$ cat src/rtl/samp_cal_pkg.sv
package samp_cal_pkg;
  localparam int OFS_W = 4;
  localparam logic [OFS_W-1:0] OFS_MAX = '1;

  typedef enum logic [1:0] {ST_IDLE, ST_SETTLE, ST_GAP, ST_CALC} cal_state_e;

  // Centre of a lane's transition window with saturation overrides.
  function automatic logic [OFS_W-1:0] centre_code(input logic [OFS_W-1:0] first_zero,
                                                   input logic [OFS_W-1:0] last_one);
    logic [OFS_W:0]   sum;
    logic [OFS_W:0]   half;
    logic [OFS_W-1:0] code;
    sum  = {1'b0, first_zero} + {1'b0, last_one};
    half = sum >> 1;
    code = (half > {1'b0, OFS_MAX}) ? OFS_MAX : half[OFS_W-1:0];
    if (first_zero == '0) code = OFS_MAX;
    if (last_one == '0)   code = '0;
    return code;
  endfunction
endpackage

$ cat src/rtl/samp_cal_seq.sv
module samp_cal_seq
  import samp_cal_pkg::*;
#(
  parameter int SETTLE_CYC = 100
) (
  input  logic             clk,
  input  logic             rst_n,
  input  logic             start,
  input  logic             mode_in,
  output logic [OFS_W-1:0] code,
  output logic             strobe,
  output logic             sample_now,
  output logic             clear_trk,
  output logic             calc_now,
  output logic             sweep_on,
  output logic             mode_q
);
  localparam int CNT_W = $clog2(SETTLE_CYC + 1);
  localparam logic [CNT_W-1:0] CNT_LAST = CNT_W'(SETTLE_CYC - 1);

  cal_state_e       state;
  logic [CNT_W-1:0] cnt;

  always_ff @(posedge clk or negedge rst_n) begin
    if (!rst_n) begin
      state  <= ST_IDLE;
      code   <= '0;
      cnt    <= '0;
      mode_q <= 1'b0;
    end else begin
      unique case (state)
        ST_IDLE: if (start) begin
          state  <= ST_SETTLE;
          code   <= OFS_W'(1);
          cnt    <= '0;
          mode_q <= mode_in;
        end
        ST_SETTLE: begin
          if (cnt == CNT_LAST) state <= ST_GAP;
          else                 cnt   <= cnt + 1'b1;
        end
        ST_GAP: begin
          if (code == OFS_MAX) begin
            state <= ST_CALC;
          end else begin
            code  <= code + 1'b1;
            cnt   <= '0;
            state <= ST_SETTLE;
          end
        end
        ST_CALC: begin
          state <= ST_IDLE;
          code  <= '0;
        end
        default: state <= ST_IDLE;
      endcase
    end
  end

  always_comb begin
    strobe     = (state == ST_SETTLE);
    sample_now = (state == ST_SETTLE) && (cnt == CNT_LAST);
    clear_trk  = (state == ST_IDLE) && start;
    calc_now   = (state == ST_CALC);
    sweep_on   = (state == ST_SETTLE) || (state == ST_GAP);
  end
endmodule

$ cat src/rtl/samp_cal_track.sv
module samp_cal_track
  import samp_cal_pkg::*;
(
  input  logic             clk,
  input  logic             rst_n,
  input  logic             clear,
  input  logic             sample,
  input  logic             fb_bit,
  input  logic [OFS_W-1:0] code,
  output logic [OFS_W-1:0] first_zero,
  output logic [OFS_W-1:0] last_one
);
  always_ff @(posedge clk or negedge rst_n) begin
    if (!rst_n) begin
      first_zero <= '0;
      last_one   <= '0;
    end else if (clear) begin
      first_zero <= '0;
      last_one   <= '0;
    end else if (sample) begin
      if (fb_bit)                  last_one   <= code;
      else if (first_zero == '0)   first_zero <= code;
    end
  end
endmodule

$ cat src/rtl/sampler_offset_cal.sv
module sampler_offset_cal
  import samp_cal_pkg::*;
#(
  parameter int SETTLE_CYC = 100,
  parameter int BASE_LANES = 8,
  parameter int MAX_LANES  = 9
) (
  input  logic                     clk,
  input  logic                     rst_n,
  input  logic                     start,
  input  logic                     strobe_lane_en,
  input  logic [MAX_LANES-1:0]     fb,
  output logic [MAX_LANES*4-1:0]   ofs_word,
  output logic                     train_strobe,
  output logic [MAX_LANES*4-1:0]   result,
  output logic                     done
);
  localparam int WORD_W = MAX_LANES * OFS_W;

  logic [OFS_W-1:0]  code;
  logic              sample_now, clear_trk, calc_now, sweep_on, mode_q;
  logic [WORD_W-1:0] result_d;

  samp_cal_seq #(.SETTLE_CYC(SETTLE_CYC)) u_seq (
    .clk       (clk),
    .rst_n     (rst_n),
    .start     (start),
    .mode_in   (strobe_lane_en),
    .code      (code),
    .strobe    (train_strobe),
    .sample_now(sample_now),
    .clear_trk (clear_trk),
    .calc_now  (calc_now),
    .sweep_on  (sweep_on),
    .mode_q    (mode_q)
  );

  for (genvar i = 0; i < MAX_LANES; i++) begin : g_lane
    logic [OFS_W-1:0] fz, lo;
    logic             active;
    assign active = (i < BASE_LANES) || mode_q;

    samp_cal_track u_trk (
      .clk       (clk),
      .rst_n     (rst_n),
      .clear     (clear_trk),
      .sample    (sample_now && active),
      .fb_bit    (fb[i]),
      .code      (code),
      .first_zero(fz),
      .last_one  (lo)
    );

    assign ofs_word[i*OFS_W +: OFS_W] = (sweep_on && active) ? code : '0;
    assign result_d[i*OFS_W +: OFS_W] = active ? centre_code(fz, lo) : '0;
  end

  always_ff @(posedge clk or negedge rst_n) begin
    if (!rst_n) begin
      done   <= 1'b0;
      result <= '0;
    end else begin
      done <= calc_now;
      if (calc_now) result <= result_d;
    end
  end
endmodule

$ cat config.mk
export PLATFORM = sky130hd
export DESIGN_NAME = sampler_offset_cal
export DESIGN_NICKNAME = d
export VERILOG_FILES = /design/src/rtl/samp_cal_pkg.sv /design/src/rtl/samp_cal_seq.sv /design/src/rtl/samp_cal_track.sv /design/src/rtl/sampler_offset_cal.sv
export SDC_FILE = /design/constraint.sdc
export NUM_CORES = 1
export LEC_CHECK = 0
export BUFFER_PORTS_ARGS = -buffer_cell sky130_fd_sc_hd__buf_2
export CORE_MARGIN = 2
export CORE_UTILIZATION = 58
export DETAILED_ROUTE_END_ITERATION = 10
export PLACE_DENSITY = 0.8
export SYNTH_ARGS = -nofsm -noshare
export SYNTH_HDL_FRONTEND = slang
export SYNTH_SLANG_ARGS = --single-unit
$ cat constraint.sdc
create_clock -name clk -period 2.2 [get_ports clk]
set_input_delay 0.44 -clock clk [delete_from_list [all_inputs] [get_ports clk]]
set_output_delay 0.44 -clock clk [all_outputs]
set_load 0.005 [all_outputs]
Word level (Yosys, flattened, before mapping)
Cells that the tools add are included.
{ "op_classes": {"n_addsub": 11, "order_cmp": 9, "n_eq_ne": 18, "mux": 104, "n_reduce_logical": 68} }
{ "op_table": {"columns": ["operator", "n"], "rows": [
  ["$mux W4", 95],
  ["$logic_not A4 Y1", 18],
  ["$add A4 B4 Y5", 9],
  ["$reduce_bool A2 Y1", 20],
  ["$gt A4 B4 Y1 const B", 9],
  ["$reduce_and A3 Y1", 10],
  ["$reduce_and A2 Y1", 11],
  ["$mux W7", 3],
  ["$pmux W7 S3", 1],
  ["$ne A2 B1 Y1 const B", 10],
  ["$pmux W4 S3", 1],
  ["$pmux W2 S4", 1],
  ["$add A7 B1 Y7 const B", 1],
  ["$eq A7 B7 Y1 const B", 1],
  ["$mux W2", 3],
  ["$ne A2 B2 Y1 const B", 3],
  ["$reduce_bool A3 Y1", 2],
  ["$add A4 B1 Y4 const B", 1],
  ["$eq A2 B2 Y1 const B", 2],
  ["$eq A4 B4 Y1 const B", 1],
  ["$logic_and A1 B1 Y1", 4],
  ["$reduce_and A4 Y1", 1],
  ["$eq A2 B1 Y1 const B", 1],
  ["$logic_not A2 Y1", 1],
  ["$logic_or A1 B1 Y1", 1]
]} }
{ "word_totals": {"ff_bits": 123, "in_bits": 13, "word_cells": 234} }

Logic depth before layout (Yosys ltp)
Gate-level depths: netlist of the first run.
{ "logic_depth": {"ltp_word": 6, "depth_mapped": 7} }

By module
Synthesis of the first run repeated with hierarchy kept, for this count alone.
{ "unflattened": {"hier_cells": 741, "hier_area_um2": 7707.4} }
{ "by_module_without_submodules": {"columns": ["mod", "instances", "cells_per_inst", "area_per_inst_um2", "seq_area_each_um2"], "rows": [
  ["samp_cal_track", 9, 36, 392.9, 200.2],
  ["sampler_offset_cal", 1, 332, 3269.4, 925.9],
  ["samp_cal_seq", 1, 85, 902.1, 350.3]
]} }

Least setup slack after synthesis of the first run
No wires, ideal clock.
{ "synth_path": {"path_type": "register to register", "start": "register u_seq.state[0]", "end": "register u_seq.code[0]", "setup_time_ns": 0.124, "arrival_ns": 1.683, "slack_ns": 0.393, "stages_incl_launch_ff": 7, "synth_period_minus_slack_ns": 1.807, "path_cell_list": "dfrtp_1 -> inv_1 -> ha_1 -> and4_4 -> or3_1 -> buf_6 -> a211o_1"} }
{ "synth_via": {"elab_chain_cells": 3} }
{ "synth_lines": {"columns": ["item", "line", "source"], "rows": [
  ["start: declaration", "samp_cal_seq.sv:21", "cal_state_e state;"],
  ["start signal: assignment", "samp_cal_seq.sv:26", "state <= ST_IDLE;"],
  ["start signal: assignment", "samp_cal_seq.sv:33", "state <= ST_SETTLE;"],
  ["start signal: assignment", "samp_cal_seq.sv:39", "if (cnt == CNT_LAST) state <= ST_GAP;"],
  ["$eq A2 B2 Y1 or $logic_not A2 Y1 (tied branches)", "samp_cal_seq.sv:31", "unique case (state)"],
  ["$ne A2 B2 Y1 (no line) or $reduce_bool A3 Y1 (tied branches)", null, null],
  ["$reduce_and A3 Y1 (no line)", null, null],
  ["end signal: assignment", "samp_cal_seq.sv:46", "code <= code + 1'b1;"],
  ["end: declaration", "samp_cal_seq.sv:10", "output logic [OFS_W-1:0] code,"]
]} }
Parallel ways exist; a longest one is shown, timed or not.
A chain may end at the register's enable or synchronous reset.

Worst setup path in the final report of the first run
{ "layout_path": {"start": "register u_seq.state[0]", "end": "output port ofs_word[0]"} }
{ "layout_via": {"elab_chain_cells": 3} }
{ "layout_lines": {"columns": ["item", "line", "source"], "rows": [
  ["$eq A2 B1 Y1 or $eq A2 B2 Y1 (tied branches)", "samp_cal_seq.sv:65", "sweep_on = (state == ST_SETTLE) || (state == ST_GAP);"],
  ["$logic_or A1 B1 Y1 *", "samp_cal_seq.sv:65", null],
  ["$mux W4 *", "sampler_offset_cal.sv:54", "assign ofs_word[i*OFS_W +: OFS_W] = (sweep_on && active) ? code : '0;"],
  ["end: declaration", "sampler_offset_cal.sv:13", "output logic [MAX_LANES*4-1:0] ofs_word,"]
]} }
Every way passes the cells marked *; elsewhere a longest branch is shown, timed or not.

==> results.yml, run 1 <==
sta:
  setup_viol: 0
  skew_ps: 10.2
  timing.final.hold_violations: 0
  fin_tns_setup_ps: 0
  finalCriticalPeriod_ps: 2110
  fin_hold_ws_ps: 14.5
  grt_setup_unrepaired: "false"
  fmax_mhz: 475
  worst_slew_pin_slew_ps: 824
  max_slew_margin_pct: 44.4
  drv_slew: 0
  period_share_pct: 95.7
cells_and_area:
  nNetsFinal: 787
  drive_gt1_share_pct: 26.6
  diodes: 0
  final_core_util_pct: 68.9
  fill_cells: 846
  area_growth_pct: 17.2
flow_run:
  max_cap_violations: 0
clock_tree:
  cts_tree: "yes"
  clk_pin_slew_worst_paths_ps: 60
  worstSkewPairLatency_ps: 430
  cts_buffers: 17
  cts.sinks: 123
  root_buffer: "clkbuf_16"
  clockBufferDepth: 2
  htreeDepth: 4
drt:
  drt_iter0_markers: 393
  wirelength_mm: 15.9
  num_vias: 5333
  wl_per_cell_um: 17.9
  drtPass1Iterations: 5
  drt-vias-per-instance: 6.01
  final_antenna_net_count: 0
  drcViolationCount: 0
setup_path:
  critPathLaunchType: "flip-flop"
  worstPathRequired_ps: 1760
  crit_arrival_ps: 1670
  path_cells: "inv_1 -> ha_4 -> and2_2 -> buf_2"
  slowest_delay_ps: 420
  crit_family: "flip-flops"
  path_max_fanout: 8
  crit_slowest_cell: "dfrtp_1"
  end_kind: "output port"
  path_class: "flip-flop to output port"
  cp_num_buf_inv: 2
logic_synthesis:
  syn_nets: 710
  async_flop_share_pct: 100
  synthXorXnorAreaFrac_pct: 1.18
  synth-simple-area-share_pct: 17.7
  synth_edf_count: 0
  postSynthAreaPerCell_um2: 10.2
  synth_top_family_by_area: "simple AND/OR/NAND/NOR gates"
  ys.flop_type: "dfrtp_1"
  synth_cells: 654
  yosysWarnings: 0
  synth_cell_type_count: 50
  seq_area_frac_synth_pct: 46.2
  ys_ff_latch: 123
  synth_compound_area_share_pct: 16.8
  netlist_area_um2: 6660
  synth_mux_area_share_pct: 2.12
  synthAdderAreaFrac_pct: 9.09
global_route:
  met1_usage_pct: 33.1
  grt-busiest-layer: "met2"
  antenna_found_initial: 0
  grt_pass1_wl_mm: 26.3
  grt_max_degree: 46
  met3_usage_pct: 5.47
  grt_use_met2_pct: 45.7
  overflow: 0
  grtUsageTotal_pct: 26.7
  grt_pass1_vias: 5345
floorplanning:
  rows: 39
  initial_core_util_pct: 58.8
  die_h_um: 111
  io_pins: 87
  core_region_area_um2: 11300
  die_w_um: 111
  dieArea_um2: 12400
place:
  dp_hpwl_mm: 11.0
  portBuffers: 86
  gp_congestion: 0.825
min_path:
  hp-class: "input pin to async pin"
run_status:
  outcome: "complete, no violations"
power:
  irDropWorstVdd_mv: 0.406
  powerDensity_nw_per_um2: 664
  p_leak_uw: 0.00426
-- kinds of logic after synthesis --
group                    count (synthesis)
buffers and inverters                   87
AO/OA/AOI/OAI                          162
AND/OR/NAND/NOR                        216
flip-flops                             123
XOR/XNOR                                 9
multiplexers                            14
adder cells (fa/ha/maj)                 43
-- what timing repair did --
action | in CTS | in global routing
hold buffers | 0 | 0
resized for setup | 5 | 2
setup endpoints to repair | 32 | 36
setup buffers | 0 | 2
endpoints found under the hold margin | 0 | 0
-- routing by layer --
layer	wire, um	up-vias
met3	674	34
met5	0	-
met4	437	0
met1	6670	2662
met2	8120	149
li1	-	2488
-- where the power goes --
part	total [uW]	internal (uW)	leakage, uW	switching (uW)
clock network	2830	1780	0.000285	1060
logic	84.7	21.8	0.00227	62.9
registers	2260	2260	0.00170	0
-- sequential cells by signal, indices dropped and copies added, names as in the netlist --
signal and flops:
g_lane.u_trk.last_one 36, g_lane.u_trk.first_zero 36, u_seq.cnt 7, u_seq.code 4, u_seq.mode_q 1, u_seq.state 2, result 36, done 1
-- cells in the mapped netlist (all sizes together) (2+ instances only) --
library cell,n,area [um^2]
ha,34,425
buf,39,278
and3,9,56.3
dfrtp,123,3080
nor2b,15,93.8
mux2i,13,130
o31ai,5,37.5
or3,3,18.8
inv,33,124
nand2b,8,50.1
nor4b,2,17.5
a22o,7,61.3
o41ai,8,70.1
o22ai,27,169
o311a,7,70.1
nand4bb,7,78.8
nor3,7,35.0
nor2,85,319
nor4,10,119
nand3,18,115
a31o,29,254
a21oi,43,215
fa,9,180
a211oi,10,75.1
a31oi,2,12.5
xor2,8,70.1
o21ai,12,60.1
a21o,9,67.6
nand2,31,116
and2,14,87.6
clkbuf,15,57.6
-- layout make-up --
type | instances | area [um^2] | share of cell area (%)
multi-input cells | 444 | 3150 | 40.3
clock inverters | 15 | 175 | 2.24
repair buffers | 112 | 678 | 8.69
well taps | 143 | 179 | 2.29
flip-flops and latches | 123 | 3080 | 39.4
inverters | 33 | 124 | 1.59
clock buffers | 17 | 425 | 5.45
-- cells in the final DEF (no fill, tap or decap), types with 13 or more instances in the layout --
cell type  instances
nand3_1           13
ha_1              32
buf_4             23
buf_2             85
nor2b_1           15
o22ai_1           27
inv_1             33
a31o_2            29
nand2_1           31
a21oi_1           43
nor2_1            85
mux2i_1           13
dfrtp_1          123
clkbuf_16         17
-- metrics by stage --
step	setup WS, ps	cell area (um^2)	instances	power [uW]
finish	94.5	7800	887	5180
global placement	312	7170	853	2390
floorplan	393	6660	654	2310
global route	19.1	7800	887	5330
detailed placement	193	7170	853	2390
CTS	16.6	7780	885	5200
-- worst paths after layout --
check / startpoint / to / slack [ps] / cells after the start
worst min-delay path: rst_n / result[6] / 10 / 1
worst max-delay path: u_seq.state[0] / ofs_word[0] / 90 / 4
max in group asynchronous: rst_n / g_lane[5].u_trk.first_zero[2] / 1570 / 2
worst max register to register: u_seq.state[0] / u_seq.cnt[0] / 180 / 6
worst min register to register: u_seq.cnt[5] / u_seq.cnt[5] / 500 / 1
min in group clk: strobe_lane_en / u_seq.mode_q / 200 / 3
(Power assumes the default switching activity.)
==> run 2, diff against run 1 <==
--- a/config.mk
+++ b/config.mk
@@ -6,10 +6,12 @@
 export NUM_CORES = 1
 export LEC_CHECK = 0
 export BUFFER_PORTS_ARGS = -buffer_cell sky130_fd_sc_hd__buf_2
+export CELL_PAD_IN_SITES_DETAIL_PLACEMENT = 1
+export CELL_PAD_IN_SITES_GLOBAL_PLACEMENT = 1
 export CORE_MARGIN = 2
-export CORE_UTILIZATION = 58
+export CORE_UTILIZATION = 45
 export DETAILED_ROUTE_END_ITERATION = 10
-export PLACE_DENSITY = 0.8
+export PLACE_DENSITY_LB_ADDON = 0.1
 export SYNTH_ARGS = -nofsm -noshare
 export SYNTH_HDL_FRONTEND = slang
 export SYNTH_SLANG_ARGS = --single-unit
==> run 2 against run 1 <==
Effect of this change:
- global-route usage decreased by 3.8 points
- setup slack improved by 32 ps
- fmax increased by 1.5%
- design area decreased by 0.98%
- sequential power about the same
- non-clock buffer count decreased by 3
- hold slack improved by 210 ps
- cell count increased by 3.9%
- clock power decreased by 13%
- via count decreased by 3.5%
- largest cell class unchanged
==> results.yml, run 2 (synthesis gave the netlist of run 1 again) <==
setup_path:
  end_kind: "output port"
  worstPathRequired_ps: 1760
  crit_arrival_ps: 1630
  path_class: "flip-flop to output port"
  critPathLaunchType: "flip-flop"
  path_max_fanout: 8
floorplanning:
  initial_core_util_pct: 46.0
  rows: 44
  die_h_um: 126
  dieArea_um2: 15800
  io_pins: 87
  die_w_um: 126
  core_region_area_um2: 14500
cells_and_area:
  layout_commonest_cell: "dfrtp_1"
  reg_top3: "g_lane.u_trk.first_zero (36), g_lane.u_trk.last_one (36), result (36)"
  fill_cells: 1636
  diodes: 0
  multi_input_area_um2: 3130
  drive_gt1_share_pct: 25.3
  regArea_um2: 3080
  mostFrequentLayoutCells: "dfrtp_1, nor2_1, buf_2"
  nNetsFinal: 784
  area_growth_pct: 16.0
global_route:
  overflow: 0
  grt_max_degree: 50
  grt_pass1_wl_mm: 28.7
  grt_pass1_vias: 5528
  antenna_found_initial: 0
  grtUsageTotal_pct: 22.9
place:
  dp_hpwl_mm: 12.5
  gp_congestion: 0.851
  portBuffers: 86
power:
  p_leak_uw: 0.00420
  powerDensity_nw_per_um2: 621
  irDropWorstVdd_mv: 0.510
sta:
  skew_ps: 5.37
  finalCriticalPeriod_ps: 2070
  fmax_mhz: 482
  fin_hold_ws_ps: 228
  period_share_pct: 94.3
  timing.final.hold_violations: 0
  grt_setup_unrepaired: "false"
  worst_slew_pin_slew_ps: 912
  setup_viol: 0
  fin_tns_setup_ps: 0
  max_slew_margin_pct: 38.4
  drv_slew: 0
clock_tree:
  cts.sinks: 123
  clk_pin_slew_worst_paths_ps: 50
  worstSkewPairLatency_ps: 420
  cts_setup_buffers: 0
  cts_buffers: 17
  root_buffer: "clkbuf_16"
  htreeDepth: 4
  clockBufferDepth: 2
  cts_tree: "yes"
drt:
  num_vias: 5147
  wl_per_cell_um: 18.5
  drt-vias-per-instance: 5.58
  drtPass1Iterations: 4
  drcViolationCount: 0
  drt_iter0_markers: 272
  wirelength_mm: 17.1
  final_antenna_net_count: 0
flow_run:
  max_cap_violations: 0
run_status:
  outcome: "complete, no violations"
min_path:
  hp-class: "input pin to flip-flop"
-- run 2: per-layer routing --
metal  wire [um]  vias up  GRT usage, %
li1            -     2467             -
met1        7850     2591          29.5
met2        8450       81          39.0
met3         668        8          5.65
met4         137        0          5.88
met5           0        -             0
-- run 2: repair_timing --
item	in CTS	in global routing
resized for setup	4	4
hold endpoints to repair	32	0
hold buffers	1	0
endpoints found under the setup margin	32	33
-- run 2: layout make-up --
type | count | area share [%]
Inverter | 33 | 1.60
Clock inverter | 3 | 0.194
Tap cell | 184 | 2.98
Multi-Input combinational cell | 444 | 40.5
Sequential cell | 123 | 39.8
Clock buffer | 26 | 6.33
Timing Repair Buffer | 109 | 8.52
-- run 2: report_power, final --
part | internal [uW] | switching (uW)
Sequential | 2270 | 0
Clock | 1500 | 952
Combinational | 19.8 | 62.9
Total | 3790 | 1010
-- run 2: critical path: stages (launching register included) --
cell and delay, ps:
dfrtp_1 410, inv_2 110, ha_2 310, and2_2 250, buf_2 140
-- run 2: final timing paths --
check | start | endpoint | slack, ps | cells after the start
setup / recovery | u_seq.state[1] | ofs_word[19] | 130 | 4
hold / removal | strobe_lane_en | u_seq.mode_q | 230 | 3
setup reg to reg | u_seq.state[0] | u_seq.cnt[3] | 260 | 6
hold reg to reg | result[32] | result[32] | 520 | 2
max in group asynchronous | rst_n | u_seq.state[0] | 1030 | 3
min in group asynchronous | rst_n | result[1] | 520 | 2
-- run 2: through the flow --
stage / total power (uW) / instance area, um^2 / instances / setup slack, ps / util (%)
final: 4800 / 7730 / 922 / 126 / 53.4
after global routing: 4970 / 7730 / 922 / 31.4 / 53.4
after global placement: 2390 / 7210 / 892 / 321 / 49.8
after floorplan: 2310 / 6660 / 654 / 393 / -
after CTS: 4860 / 7720 / 922 / 7.18 / 53.4
after detailed placement: 2390 / 7210 / 892 / 225 / 49.8
==> run 3, diff against run 2 <==
--- a/config.mk
+++ b/config.mk
@@ -9,7 +9,7 @@
 export CELL_PAD_IN_SITES_DETAIL_PLACEMENT = 1
 export CELL_PAD_IN_SITES_GLOBAL_PLACEMENT = 1
 export CORE_MARGIN = 2
-export CORE_UTILIZATION = 45
+export CORE_UTILIZATION = 49
 export DETAILED_ROUTE_END_ITERATION = 10
 export PLACE_DENSITY_LB_ADDON = 0.1
 export SYNTH_ARGS = -nofsm -noshare
==> constraint.sdc (replaced) <==
create_clock -name clk -period 2.7 [get_ports clk]
set_input_delay 0.54 -clock clk [delete_from_list [all_inputs] [get_ports clk]]
set_output_delay 0.54 -clock clk [all_outputs]
set_load 0.005 [all_outputs]
==> run 3 against run 2 <==
Effect of this change:
- setup slack better by 250 ps
- hold slack worse by 92 ps
- clock skew up 1.6 ps
- via count up 2.5%
- highest routed layer unchanged
- design area down 0.73%
==> results.yml, run 3 (synthesis gave the netlist of run 1 again) <==
run_status:
  outcome: "complete, no violations"
place:
  dp_hpwl_mm: 12.3
  portBuffers: 86
  gp_congestion: 0.793
clock_tree:
  root_buffer: "clkbuf_16"
  worstSkewPairLatency_ps: 420
  cts_tree: "yes"
  cts.sinks: 123
  holdBufCountCts: 0
  cts_setup_buffers: 0
  cts_buffers: 17
  ctsResizeCount: 0
  clk_pin_slew_worst_paths_ps: 60
  htreeDepth: 4
  clockBufferDepth: 2
sta:
  finalCriticalPeriod_ps: 2320
  skew_ps: 7.01
  worst_slew_pin_slew_ps: 815
  setup_viol: 0
  drv_slew: 0
  grt_setup_unrepaired: "false"
  max_slew_margin_pct: 44.9
  fmax_mhz: 431
  period_share_pct: 85.9
  timing.final.hold_violations: 0
  fin_tns_setup_ps: 0
drt:
  num_vias: 5276
  final_antenna_net_count: 0
  met2_length_mm: 8.74
  drt-met1-wl_mm: 7.79
  drcViolationCount: 0
  highest_layer: "met4"
  drtPass1Iterations: 4
  drt-vias-per-instance: 5.85
  wirelength_mm: 17.4
  wl_per_cell_um: 19.3
  met3_length_um: 620
  drt_iter0_markers: 306
cells_and_area:
  final_core_util_pct: 57.9
  nNetsFinal: 771
  layout_commonest_cell: "dfrtp_1"
  drive_gt1_share_pct: 23.7
  fill_cells: 1505
  mostFrequentLayoutCells: "dfrtp_1, nor2_1, buf_2"
  diodes: 0
  reg_top3: "g_lane.u_trk.first_zero (36), g_lane.u_trk.last_one (36), result (36)"
  area_growth_pct: 15.2
power:
  switching_share_pct: 20.5
  switchingPower_uw: 866
  internal_power_uw: 3360
  combPwrFrac_pct: 1.6
  p_clk_share_pct: 54.8
  p_seq_share_pct: 43.6
  powerDensity_nw_per_um2: 551
  p_leak_uw: 0.00417
  irDropWorstVdd_mv: 0.371
setup_path:
  path_class: "flip-flop to output port"
  end_kind: "output port"
  path_max_fanout: 8
  worstPathRequired_ps: 2160
  crit_arrival_ps: 1780
  critPathLaunchType: "flip-flop"
floorplanning:
  io_pins: 87
  core_region_area_um2: 13200
  die_w_um: 121
  rows: 42
  initial_core_util_pct: 50.3
  dieArea_um2: 14500
  die_h_um: 121
global_route:
  grt_pass1_vias: 5575
  grtUsageTotal_pct: 26.1
  grt_pass1_wl_mm: 29.4
  antenna_found_initial: 0
  grt_max_degree: 48
  overflow: 0
min_path:
  hp-class: "input pin to async pin"
flow_run:
  max_cap_violations: 0
## run 3: cell types whose count changed in the layout (fill, tap and decap cells not counted), sizes merged
cell,change
clkinvlp,+1
bufinv,+3
buf,-12
clkbuf,-4
clkinv,+1
dlygate4sd3,-1
## run 3: final timing paths
| check | startpoint | endpoint | slack (ps) | cells past startpoint |
|---|---|---|---|---|
| worst max-delay path | u_seq.state[0] | ofs_word[17] | 380 | 4 |
| worst min register to register | result[28] | result[28] | 520 | 2 |
| worst max register to register | u_seq.state[1] | g_lane[0].u_trk.first_zero[2] | 500 | 7 |
| max in group asynchronous | rst_n | result[11] | 1750 | 2 |
| worst min-delay path | rst_n | result[6] | 140 | 1 |
| min in group clk | strobe_lane_en | u_seq.mode_q | 360 | 3 |
## run 3: stage by stage
stage          cell area (um^2)  setup slack, ps  hold WS (ps)  total power (uW)  instances
6_report                   7670              380           136              4230        902
5_1_grt                    7670              258           178              4350        902
4_1_cts                    7670              341           150              4250        902
3_5_place_dp               7080              500           513              1950        872
3_3_place_gp               7080              573           487              1940        872
2_1_floorplan              6660              893           244              1880        654
## run 3: layout make-up
cell class | instances | area, um^2 | area share (%)
Clock buffer | 22 | 474 | 6.18
Multi-Input combinational cell | 444 | 3130 | 40.7
Clock inverter | 8 | 118 | 1.53
Tap cell | 176 | 220 | 2.87
Inverter | 33 | 124 | 1.61
Sequential cell | 123 | 3080 | 40.1
Timing Repair Buffer | 96 | 533 | 6.95
## run 3: power groups by stage
stage	Clock, uW	Sequential (uW)	Combinational [uW]
6_report	2320	1840	66.3
5_1_grt	2430	1840	76.5
4_1_cts	2340	1840	68.9
3_5_place_dp	0	1880	68.3
3_3_place_gp	0	1880	66.7
2_1_floorplan	0	1880	7.30
## run 3: per-layer routing
| layer | global-route usage, % | vias up |
|---|---|---|
| met5 | 0 | - |
| met3 | 5.09 | 21 |
| li1 | - | 2442 |
| met4 | 8.79 | 0 |
| met1 | 34.6 | 2717 |
| met2 | 43.1 | 96 |
## run 3: critical path, stage by stage, from the launching register on
cell and delay, ps:
dfrtp_1 420, inv_1 110, ha_1 390, and2_1 270, buf_2 160
